File: config.mk
export PLATFORM = sky130hd
export DESIGN_NAME = ring_add_node
export DESIGN_NICKNAME = d
export VERILOG_FILES = /design/src/rtl/ring_node_pkg.sv /design/src/rtl/node_match.sv /design/src/rtl/node_operands.sv /design/src/rtl/node_ctrl.sv /design/src/rtl/node_slot.sv /design/src/rtl/ring_add_node.sv
export SDC_FILE = /design/constraint.sdc
export NUM_CORES = 1
export LEC_CHECK = 0
export ABC_AREA = 1
export ABC_CLOCK_PERIOD_IN_PS = 2800
export BUFFER_PORTS_ARGS = -buffer_cell sky130_fd_sc_hd__buf_2
export CORE_MARGIN = 8
export CORE_UTILIZATION = 36
export CTS_CLUSTER_DIAMETER = 30
export DETAILED_ROUTE_END_ITERATION = 10
export SLEW_MARGIN = 20
export SYNTH_ARGS = -nofsm -noshare
export SYNTH_HDL_FRONTEND = slang
export SYNTH_SLANG_ARGS = --single-unit
File: constraint.sdc
create_clock -name clk -period 2.8 [get_ports clk]
set_input_delay 0.28 -clock clk [delete_from_list [all_inputs] [get_ports clk]]
set_output_delay 0.28 -clock clk [all_outputs]
set_load 0.01 [all_outputs]
File: src/rtl/ring_node_pkg.sv
package ring_node_pkg;
  typedef enum logic [1:0] {
    ST_IDLE   = 2'd0,
    ST_GATHER = 2'd1,
    ST_BUSY   = 2'd2,
    ST_SEND   = 2'd3
  } node_state_e;
endpackage

File: src/rtl/node_match.sv
module node_match #(
  parameter int ADDR_W = 4
) (
  input  logic              tok_valid,
  input  logic [ADDR_W-1:0] tok_addr,
  input  logic [ADDR_W-1:0] cmp_addr,
  output logic              hit
);
  always_comb begin
    hit = tok_valid && (tok_addr == cmp_addr);
  end
endmodule

File: src/rtl/node_operands.sv
module node_operands #(
  parameter int DATA_W = 16
) (
  input  logic              clk,
  input  logic              rst_n,
  input  logic              clr,
  input  logic              load_a,
  input  logic              load_b,
  input  logic [DATA_W-1:0] din,
  output logic [DATA_W-1:0] opa,
  output logic [DATA_W-1:0] opb,
  output logic              have_a,
  output logic              have_b
);
  logic have_a_d, have_b_d;
  logic [DATA_W-1:0] opa_d, opb_d;

  always_comb begin
    have_a_d = have_a;
    have_b_d = have_b;
    opa_d    = opa;
    opb_d    = opb;
    if (clr) begin
      have_a_d = 1'b0;
      have_b_d = 1'b0;
    end else begin
      if (load_a) begin
        have_a_d = 1'b1;
        opa_d    = din;
      end
      if (load_b) begin
        have_b_d = 1'b1;
        opb_d    = din;
      end
    end
  end

  always_ff @(posedge clk or negedge rst_n) begin
    if (!rst_n) begin
      have_a <= 1'b0;
      have_b <= 1'b0;
      opa    <= '0;
      opb    <= '0;
    end else begin
      have_a <= have_a_d;
      have_b <= have_b_d;
      opa    <= opa_d;
      opb    <= opb_d;
    end
  end
endmodule

File: src/rtl/node_ctrl.sv
module node_ctrl
  import ring_node_pkg::*;
#(
  parameter int              ADDR_W  = 4,
  parameter logic [ADDR_W-1:0] OPCODE = 4'hA,
  parameter int              LATENCY = 3
) (
  input  logic              clk,
  input  logic              rst_n,
  input  logic              up_valid,
  input  logic              hit,
  input  logic              sel_b,
  input  logic [ADDR_W-1:0] setup_tag,
  input  logic [ADDR_W-1:0] setup_res,
  input  logic              have_a,
  input  logic              have_b,
  input  logic              stall,
  output logic [ADDR_W-1:0] cmp_addr,
  output logic [ADDR_W-1:0] res_addr,
  output logic              capture,
  output logic              clr_opnd,
  output logic              load_a,
  output logic              load_b,
  output logic              insert,
  output node_state_e       state
);
  localparam int CNT_W = (LATENCY > 1) ? $clog2(LATENCY) : 1;
  localparam logic [CNT_W-1:0] CNT_LOAD = CNT_W'(LATENCY - 1);

  node_state_e       state_d;
  logic [CNT_W-1:0]  cnt_q, cnt_d;
  logic [ADDR_W-1:0] tag_q, tag_d, res_d;
  logic              setup, opnd, both;

  always_comb begin
    cmp_addr = (state == ST_IDLE) ? OPCODE : tag_q;
    setup    = hit && (state == ST_IDLE);
    opnd     = hit && (state == ST_GATHER);
    capture  = setup || opnd;
    clr_opnd = setup;
    load_a   = opnd && !sel_b;
    load_b   = opnd && sel_b;
    both     = (have_a || load_a) && (have_b || load_b);
    insert   = (state == ST_SEND) && !up_valid && !stall;

    state_d = state;
    cnt_d   = cnt_q;
    tag_d   = tag_q;
    res_d   = res_addr;
    case (state)
      ST_IDLE: begin
        if (setup) begin
          state_d = ST_GATHER;
          tag_d   = setup_tag;
          res_d   = setup_res;
        end
      end
      ST_GATHER: begin
        if (opnd && both) begin
          state_d = ST_BUSY;
          cnt_d   = CNT_LOAD;
        end
      end
      ST_BUSY: begin
        if (cnt_q == '0) state_d = ST_SEND;
        else             cnt_d   = cnt_q - 1'b1;
      end
      ST_SEND: begin
        if (insert) state_d = ST_IDLE;
      end
      default: state_d = ST_IDLE;
    endcase
  end

  always_ff @(posedge clk or negedge rst_n) begin
    if (!rst_n) begin
      state    <= ST_IDLE;
      cnt_q    <= '0;
      tag_q    <= '0;
      res_addr <= '0;
    end else begin
      state    <= state_d;
      cnt_q    <= cnt_d;
      tag_q    <= tag_d;
      res_addr <= res_d;
    end
  end
endmodule

File: src/rtl/node_slot.sv
module node_slot #(
  parameter int ADDR_W = 4,
  parameter int DATA_W = 16,
  parameter int INFO_W = 2
) (
  input  logic              clk,
  input  logic              rst_n,
  input  logic              up_valid,
  input  logic [ADDR_W-1:0] up_addr,
  input  logic [DATA_W-1:0] up_data,
  input  logic [INFO_W-1:0] up_info,
  input  logic              capture,
  input  logic              insert,
  input  logic [ADDR_W-1:0] ins_addr,
  input  logic [DATA_W-1:0] ins_data,
  output logic              dn_valid,
  output logic [ADDR_W-1:0] dn_addr,
  output logic [DATA_W-1:0] dn_data,
  output logic [INFO_W-1:0] dn_info
);
  logic              v_d;
  logic [ADDR_W-1:0] a_d;
  logic [DATA_W-1:0] d_d;
  logic [INFO_W-1:0] i_d;

  always_comb begin
    v_d = up_valid;
    a_d = up_addr;
    d_d = up_data;
    i_d = up_info;
    if (insert) begin
      v_d = 1'b1;
      a_d = ins_addr;
      d_d = ins_data;
      i_d = '0;
    end else if (capture) begin
      v_d = 1'b0;
    end
  end

  always_ff @(posedge clk or negedge rst_n) begin
    if (!rst_n) begin
      dn_valid <= 1'b0;
      dn_addr  <= '0;
      dn_data  <= '0;
      dn_info  <= '0;
    end else begin
      dn_valid <= v_d;
      dn_addr  <= a_d;
      dn_data  <= d_d;
      dn_info  <= i_d;
    end
  end
endmodule

File: src/rtl/ring_add_node.sv
module ring_add_node
  import ring_node_pkg::*;
#(
  parameter int                DATA_W  = 16,
  parameter int                ADDR_W  = 4,
  parameter int                INFO_W  = 2,
  parameter logic [ADDR_W-1:0] OPCODE  = 4'hA,
  parameter int                LATENCY = 3
) (
  input  logic              clk,
  input  logic              rst_n,
  input  logic              up_valid,
  input  logic [ADDR_W-1:0] up_addr,
  input  logic [DATA_W-1:0] up_data,
  input  logic [INFO_W-1:0] up_info,
  input  logic              stall,
  output logic              dn_valid,
  output logic [ADDR_W-1:0] dn_addr,
  output logic [DATA_W-1:0] dn_data,
  output logic [INFO_W-1:0] dn_info
);
  logic rst_meta, rst_s;

  always_ff @(posedge clk or negedge rst_n) begin
    if (!rst_n) begin
      rst_meta <= 1'b0;
      rst_s    <= 1'b0;
    end else begin
      rst_meta <= 1'b1;
      rst_s    <= rst_meta;
    end
  end

  logic [ADDR_W-1:0] cmp_addr, res_addr;
  logic              hit, capture, clr_opnd, load_a, load_b, insert;
  logic              have_a, have_b;
  logic [DATA_W-1:0] opa, opb, sum;
  node_state_e       st;

  node_match #(.ADDR_W(ADDR_W)) u_match (
    .tok_valid (up_valid),
    .tok_addr  (up_addr),
    .cmp_addr  (cmp_addr),
    .hit       (hit)
  );

  node_ctrl #(.ADDR_W(ADDR_W), .OPCODE(OPCODE), .LATENCY(LATENCY)) u_ctrl (
    .clk       (clk),
    .rst_n     (rst_s),
    .up_valid  (up_valid),
    .hit       (hit),
    .sel_b     (up_info[0]),
    .setup_tag (up_data[DATA_W-1 -: ADDR_W]),
    .setup_res (up_data[ADDR_W-1:0]),
    .have_a    (have_a),
    .have_b    (have_b),
    .stall     (stall),
    .cmp_addr  (cmp_addr),
    .res_addr  (res_addr),
    .capture   (capture),
    .clr_opnd  (clr_opnd),
    .load_a    (load_a),
    .load_b    (load_b),
    .insert    (insert),
    .state     (st)
  );

  node_operands #(.DATA_W(DATA_W)) u_opnd (
    .clk    (clk),
    .rst_n  (rst_s),
    .clr    (clr_opnd),
    .load_a (load_a),
    .load_b (load_b),
    .din    (up_data),
    .opa    (opa),
    .opb    (opb),
    .have_a (have_a),
    .have_b (have_b)
  );

  always_comb begin
    sum = opa + opb;
  end

  node_slot #(.ADDR_W(ADDR_W), .DATA_W(DATA_W), .INFO_W(INFO_W)) u_slot (
    .clk      (clk),
    .rst_n    (rst_s),
    .up_valid (up_valid),
    .up_addr  (up_addr),
    .up_data  (up_data),
    .up_info  (up_info),
    .capture  (capture),
    .insert   (insert),
    .ins_addr (res_addr),
    .ins_data (sum),
    .dn_valid (dn_valid),
    .dn_addr  (dn_addr),
    .dn_data  (dn_data),
    .dn_info  (dn_info)
  );
endmodule

== Word-level counts from Yosys, hierarchy flattened ==
Cells that the tools add are included.

* Word-level logic and storage cells: 68
* Flip-flop bits (word level): 71

* Add/sub/neg operators: 2
* Bitwise gates (word level): 1
* Mux-type cells: 17
* Reduce and logical (&&, ||, !) cells: 25
* Equal/unequal tests: 9

{| class="wikitable"
|+ Operators by type and width
! kind !! number
|-
| $add A16 B16 Y16 || 1
|-
| $mux W16 || 1
|-
| $mux W2 || 6
|-
| $logic_and A1 B1 Y1 || 9
|-
| $mux W4 || 2
|-
| $ne A2 B2 Y1 const B || 4
|-
| $pmux W2 S4 || 1
|-
| $mux W1 || 6
|-
| $reduce_and A2 Y1 || 3
|-
| $reduce_bool A2 Y1 || 3
|-
| $eq A2 B2 Y1 const B || 2
|-
| $eq A4 B4 Y1 || 1
|-
| $logic_not A2 Y1 || 2
|-
| $pmux W2 S2 || 1
|-
| $reduce_and A4 Y1 || 1
|-
| $logic_not A1 Y1 || 3
|-
| $logic_or A1 B1 Y1 || 3
|-
| $reduce_and A3 Y1 || 1
|-
| $eq A2 B1 Y1 const B || 1
|-
| $ne A2 B1 Y1 const B || 1
|-
| $sub A2 B1 Y2 const B || 1
|-
| $not A1 Y1 || 1
|}

== Longest topological paths before layout ==
* Word-level depth: 11
* Depth in mapped cells: 15
* Mapped depth without buffers: 14

== Cells and area by module ==
Synthesis repeated with hierarchy kept, for this count alone.

* Cells, all modules: 529
* Area, all modules: 4031.4 µm²

{| class="wikitable"
|+ By module, submodules not included
! module !! seq. area each (µm²) !! cells each !! times used !! area an instance (µm²)
|-
| node_operands || 850.8 || 146 || 1 || 1377.6
|-
| ring_add_node || 50.0 || 179 || 1 || 984.7
|-
| node_slot || 575.6 || 95 || 1 || 868.3
|-
| node_ctrl || 300.3 || 89 || 1 || 714.4
|-
| node_match || 0.0 || 20 || 1 || 86.3
|}

== Worst setup path after synthesis ==
Ideal clock, no wire load.

* Path type: register to register
* From: register u_opnd.opa[0]
* To: register u_slot.dn_data[14]
* Buffers on the path: 0
* Clock period less this slack: 1925 ps
* Library setup time: 118 ps
* Cell stages (with the launch flop): 12
* Arrival time: 1807 ps
* Setup slack: 875 ps
* Path through: dfrtp_1 > ha_1 > inv_1 > fa_1 > nand3b_1 > nand2_1 > a21boi_0 > or3_1 > nand2_1 > nand2_1 > nand3_1 > nand2_1

* Longest elaborated chain between the ends: 2

{| class="wikitable"
|+ Ends and longest elaborated chain
! what !! line !! RTL
|-
| from (decl) || node_operands.sv:10 || <nowiki>output logic [DATA_W-1:0] opa,</nowiki>
|-
| from (signal assigned) || node_operands.sv:47 || <nowiki>opa <= opa_d;</nowiki>
|-
| $add A16 B16 Y16 || ring_add_node.sv:82 || <nowiki>sum = opa + opb;</nowiki>
|-
| $mux W16 || node_slot.sv:31 || <nowiki>if (insert) begin</nowiki>
|-
| via u_slot.d_d[14] || node_slot.sv:23 || <nowiki>logic [DATA_W-1:0] d_d;</nowiki>
|-
| to (signal assigned) || node_slot.sv:45 || <nowiki>dn_data <= '0;</nowiki>
|-
| to (signal assigned) || node_slot.sv:50 || <nowiki>dn_data <= d_d;</nowiki>
|-
| to (decl) || node_slot.sv:18 || <nowiki>output logic [DATA_W-1:0] dn_data,</nowiki>
|}

The timed path passes the listed nets, and every way through them passes these cells.
A chain may end at the register's enable or synchronous reset.

== Worst setup path after layout ==
* From: register u_ctrl.state[0]
* To: register u_opnd.opb[0]

* Longest elaborated chain between the ends: 7
* Elaborated cells on any way between the ends: 10
* Those cells by class: eq/ne (2); mux (1); bitwise (1); reduce/logical (6)

{| class="wikitable"
|+ Ends and longest elaborated chain
! what !! line !! RTL
|-
| from (decl) || node_ctrl.sv:25 || <nowiki>output node_state_e state</nowiki>
|-
| from (signal assigned) || node_ctrl.sv:82 || <nowiki>state <= state_d;</nowiki>
|-
| $logic_not A2 Y1 || node_ctrl.sv:36, node_ctrl.sv:37 ||
|-
| $mux W4 || node_ctrl.sv:36 || <nowiki>cmp_addr = (state == ST_IDLE) ? OPCODE : tag_q;</nowiki>
|-
| $eq A4 B4 Y1 || node_match.sv:10 || <nowiki>hit = tok_valid && (tok_addr == cmp_addr);</nowiki>
|-
| $logic_and A1 B1 Y1 || node_match.sv:10 ||
|-
| $logic_and A1 B1 Y1, on equally long branches || node_ctrl.sv:38, node_ctrl.sv:37 ||
|-
| $logic_and A1 B1 Y1 / $not A1 Y1 (equally long branches) || -- ||
|-
| $reduce_and A2 Y1 (no line) * || -- ||
|-
| to (signal assigned) || node_operands.sv:48 || <nowiki>opb <= opb_d;</nowiki>
|-
| to (decl) || node_operands.sv:11 || <nowiki>output logic [DATA_W-1:0] opb,</nowiki>
|}

Mark *: on every way between the ends. The rest lies on a longest branch, timed or not.

==> flow_summary_export.csv <==
group,metric,value,unit
synth,synthMuxAreaShare,0,%
cells_and_area,num-fill-cells,1028,
clocking,cts_tree,"yes",
cells_and_area,areaGrowthSynthToFinish,15.4,%
synth,synth-simple-area-share,23.5,%
place,io_buffers,48,
critical_path,crit_path_top_delay_cell,"ha_1",
route,drt_wl_total,9300,um
clocking,path_clk_slew,0.08,ns
route,wl_per_cell,14.7,um
timing,rsz0062_at_grt,"no",
clocking,cts_inserted_buffers,9,
synth,synthAdderAreaFrac,7.26,%
synth,synth_area_per_cell,8.52,um2
clocking,cts_setup_buffers,0,
cells_and_area,antenna_cells,0,
synth,netlist-cell-type-count,36,
die,io-pin-count,49,
clocking,htreeDepth,3,
timing,max_freq,0.403,GHz
critical_path,cp_slowest_stage_delay,0.59,ns
critical_path,endpoint_kind,"register",
timing,timing.final.crit_share,88.6,%
synth,async_reset_ff_share,100,%
global_routing,antenna_found_initial,0,
critical_path,crit_top_cell,"nor2_8",
worst_hold_path,hold_depth,3,
route,vias_per_cell,4.79,
route,vias,3024,
pwr,powerDensity,899,mW/mm2
pwr,power,0.00386,W
pwr,p_leak,2.33,nW
synth,yosys_warnings,0,
flow_run,maxCapViolCount,0,
place,hpwl,6780,um
synth,synth_edf_count,0,
timing,maxSlewViolCount,0,
route,final_antenna_net_count,0,
critical_path,cp_max_fo,24,
critical_path,startpoint,"u_ctrl.state[0]",
critical_path,cp_top_family,"simple AND/OR/NAND/NOR gates",
global_routing,grt_pass1_vias,3187,
cells_and_area,seq_area,0.00178,mm2
die,fp.dieW,118,um
worst_hold_path,holdCritPathClass,"in -> reg",
clocking,clockBufferDepth,2,
clocking,cts_num_sinks,71,
synth,synth_area,0.00372,mm2
critical_path,r2r-end,"u_opnd.opb[0]",
synth,ys.flop_type,"dfrtp_1",
timing,clock_skew,0.00734,ns
critical_path,cp_data_arrival_time,2.76,ns
critical_path,crit-reg2reg-launch,"u_ctrl.state[0]",
worst_hold_path,whs_endpoint,"u_slot.dn_info[1]",
critical_path,reg2regPathDepth,12,
synth,synthXorXnorAreaFrac,1.18,%
synth,synth_top_family_by_area,"simple AND/OR/NAND/NOR gates",
critical_path,cp-start-kind,"register",
clocking,ctsResizeCount,0,
synth,syn_nets,484,
route,dr.pass1.iters,4,
pwr,ir_drop,0.000426,V
clocking,clock_latency,0.35,ns
place,routabilityCongestion,0.931,
clocking,cts_hold_buf,1,
synth,synth-seq-area-share,47.7,%
cells_and_area,drive_above_1_share,17.4,%
die,initial_core_util,36.5,%
timing,relSlewSlack,41.6,%
die,fp-row-count,37,
timing,hold_viol,0,
timing,layout_min_cycle_time,2.48,ns
global_routing,grt_pass1_wl,15900,um
timing,tightest_slew,0.876,ns
global_routing,overflow,0,
route,drt-initial-drc-count,171,
timing,setup_viol,0,
die,die_area,0.0138,mm2
critical_path,cp_data_required_time,3.08,ns
critical_path,reg2reg_slack,0.32,ns
critical_path,critPathBufInv,2,
status,status,"complete, no violations",
worst_hold_path,worstHoldStart,"up_info[1]",
clocking,ctsRootBufferMaster,"clkbuf_8",
critical_path,critPathKind,"reg -> reg",
route,drc_errors,0,
timing,setup_tns,0,ns
synth,ys_ff_latch,71,
synth,synth-compound-area-share,13.1,%
die,core,0.0102,mm2
critical_path,crit_chain,"inv_1 > ha_1 > inv_4 > nand3_1 > nand2_1 > nor2_2 > nand3_4 > nor2_8 > nand2_4 > nor2_8 > nor2_1 > a21oi_1",
cells_and_area,nets,537,
die,die_h,118,um
cells_and_area,multiInputGateArea,0.00169,mm2
global_routing,grt_max_degree,70,
global_routing,grt_usage,14.1,%
synth,syn_inst,437,
[cells in the final DEF, fill, tap and decap left out, drive strengths merged, types with 5 or more instances in the layout]
master / instances
nor3: 5
dfrtp: 71
nor2: 32
nand2: 124
nand3: 25
ha: 20
a21oi: 30
clkbuf: 11
inv: 46
buf: 53
o21ai: 45
[synth_stat cells, drive strengths merged, types with 3 or more instances]
| library cell | count | area [um2] |
|---|---|---|
| buf | 7 | 70.1 |
| ha | 20 | 250 |
| nor3 | 5 | 25.0 |
| dfrtp | 71 | 1780 |
| a21oi | 30 | 173 |
| o21bai | 3 | 22.5 |
| nand2 | 124 | 480 |
| a21o | 3 | 22.5 |
| xnor2 | 3 | 26.3 |
| nand3 | 25 | 138 |
| nand3b | 3 | 22.5 |
| nor2 | 32 | 179 |
| inv | 46 | 175 |
| nand4 | 3 | 18.8 |
| o21ai | 45 | 225 |
| clkbuf | 5 | 18.8 |
[sequential cells by signal, summed over array words and instances (netlist names)]
register	flops
u_slot.dn_data	16
u_ctrl.state	2
u_opnd.opb	16
u_opnd.have_b	1
u_opnd.have_a	1
u_ctrl.res_addr	4
u_slot.dn_addr	4
u_ctrl.cnt_q	2
u_ctrl.tag_q	4
rst_s	1
rst_meta	1
u_slot.dn_valid	1
u_slot.dn_info	2
u_opnd.opa	16
[worst min-delay path: cells and delay by family]
family,cells,cell delay [ns]
buffers and inverters,2,0.12
and+or+nand+nor,1,0.04
[per-stage QoR]
stage | hold slack (ns) | cell area, um2 | util [%] | std cells | setup WS (ns)
final | 0.123 | 4300 | 42.2 | 631 | 0.320
after global routing | 0.119 | 4300 | 42.2 | 631 | 0.0731
after CTS | 0.0973 | 4300 | 42.2 | 631 | 0.315
after detailed placement | 0.0685 | 4090 | 40.1 | 614 | 0.324
after global placement | 0.0651 | 4090 | 40.1 | 614 | 0.412
after floorplan | -0.0156 | 3720 | - | 437 | 0.676
[cell families (layout without fill, tap and decap cells)]
logic type / count (synthesis) / in the layout
AOI/OAI and AO/OA: 87 / 87
DFF: 71 / 71
xor gates and xnor gates: 5 / 5
adders and majority gates: 21 / 21
other: 1 / 1
buffers and inverters: 58 / 116
and+or+nand+nor: 194 / 194
[metal layers]
metal | wire length [um] | vias up | global-route usage, %
li1 | - | 1528 | -
met1 | 4380 | 1413 | 17.7
met2 | 4340 | 72 | 22.7
met3 | 419 | 11 | 3.55
met4 | 155 | 0 | 5.92
met5 | 0 | - | 0
[layout make-up]
type / instances / area share [%]
clock inverter: 5 / 1.34
clock buffer: 11 / 3.29
sequential: 71 / 41.4
multi-input combinational: 308 / 39.2
timing repair buffer: 54 / 6.70
inverter: 46 / 4.08
tap: 136 / 3.96
[worst max path at each step]
stage	end	slack [ns]	depth (start not counted)
2_1_floorplan	u_ctrl.cnt_q[0]	0.68	0
3_3_place_gp	u_opnd.opb[14]	0.41	12
3_5_place_dp	u_opnd.opb[0]	0.32	12
4_1_cts	u_opnd.opb[3]	0.32	12
5_1_grt	u_opnd.opb[15]	0.07	10
6_report	u_opnd.opb[0]	0.32	12
[report_power, final]
group | internal [W] | switching (W) | leakage, nW
sequential | 0.00134 | 0.000192 | 0.892
combinational | 0.000561 | 0.000930 | 1.34
clock | 0.000434 | 0.000402 | 0.0916
total | 0.00234 | 0.00152 | 2.33
No activity file was read; power rests on OpenSTA's default activity.
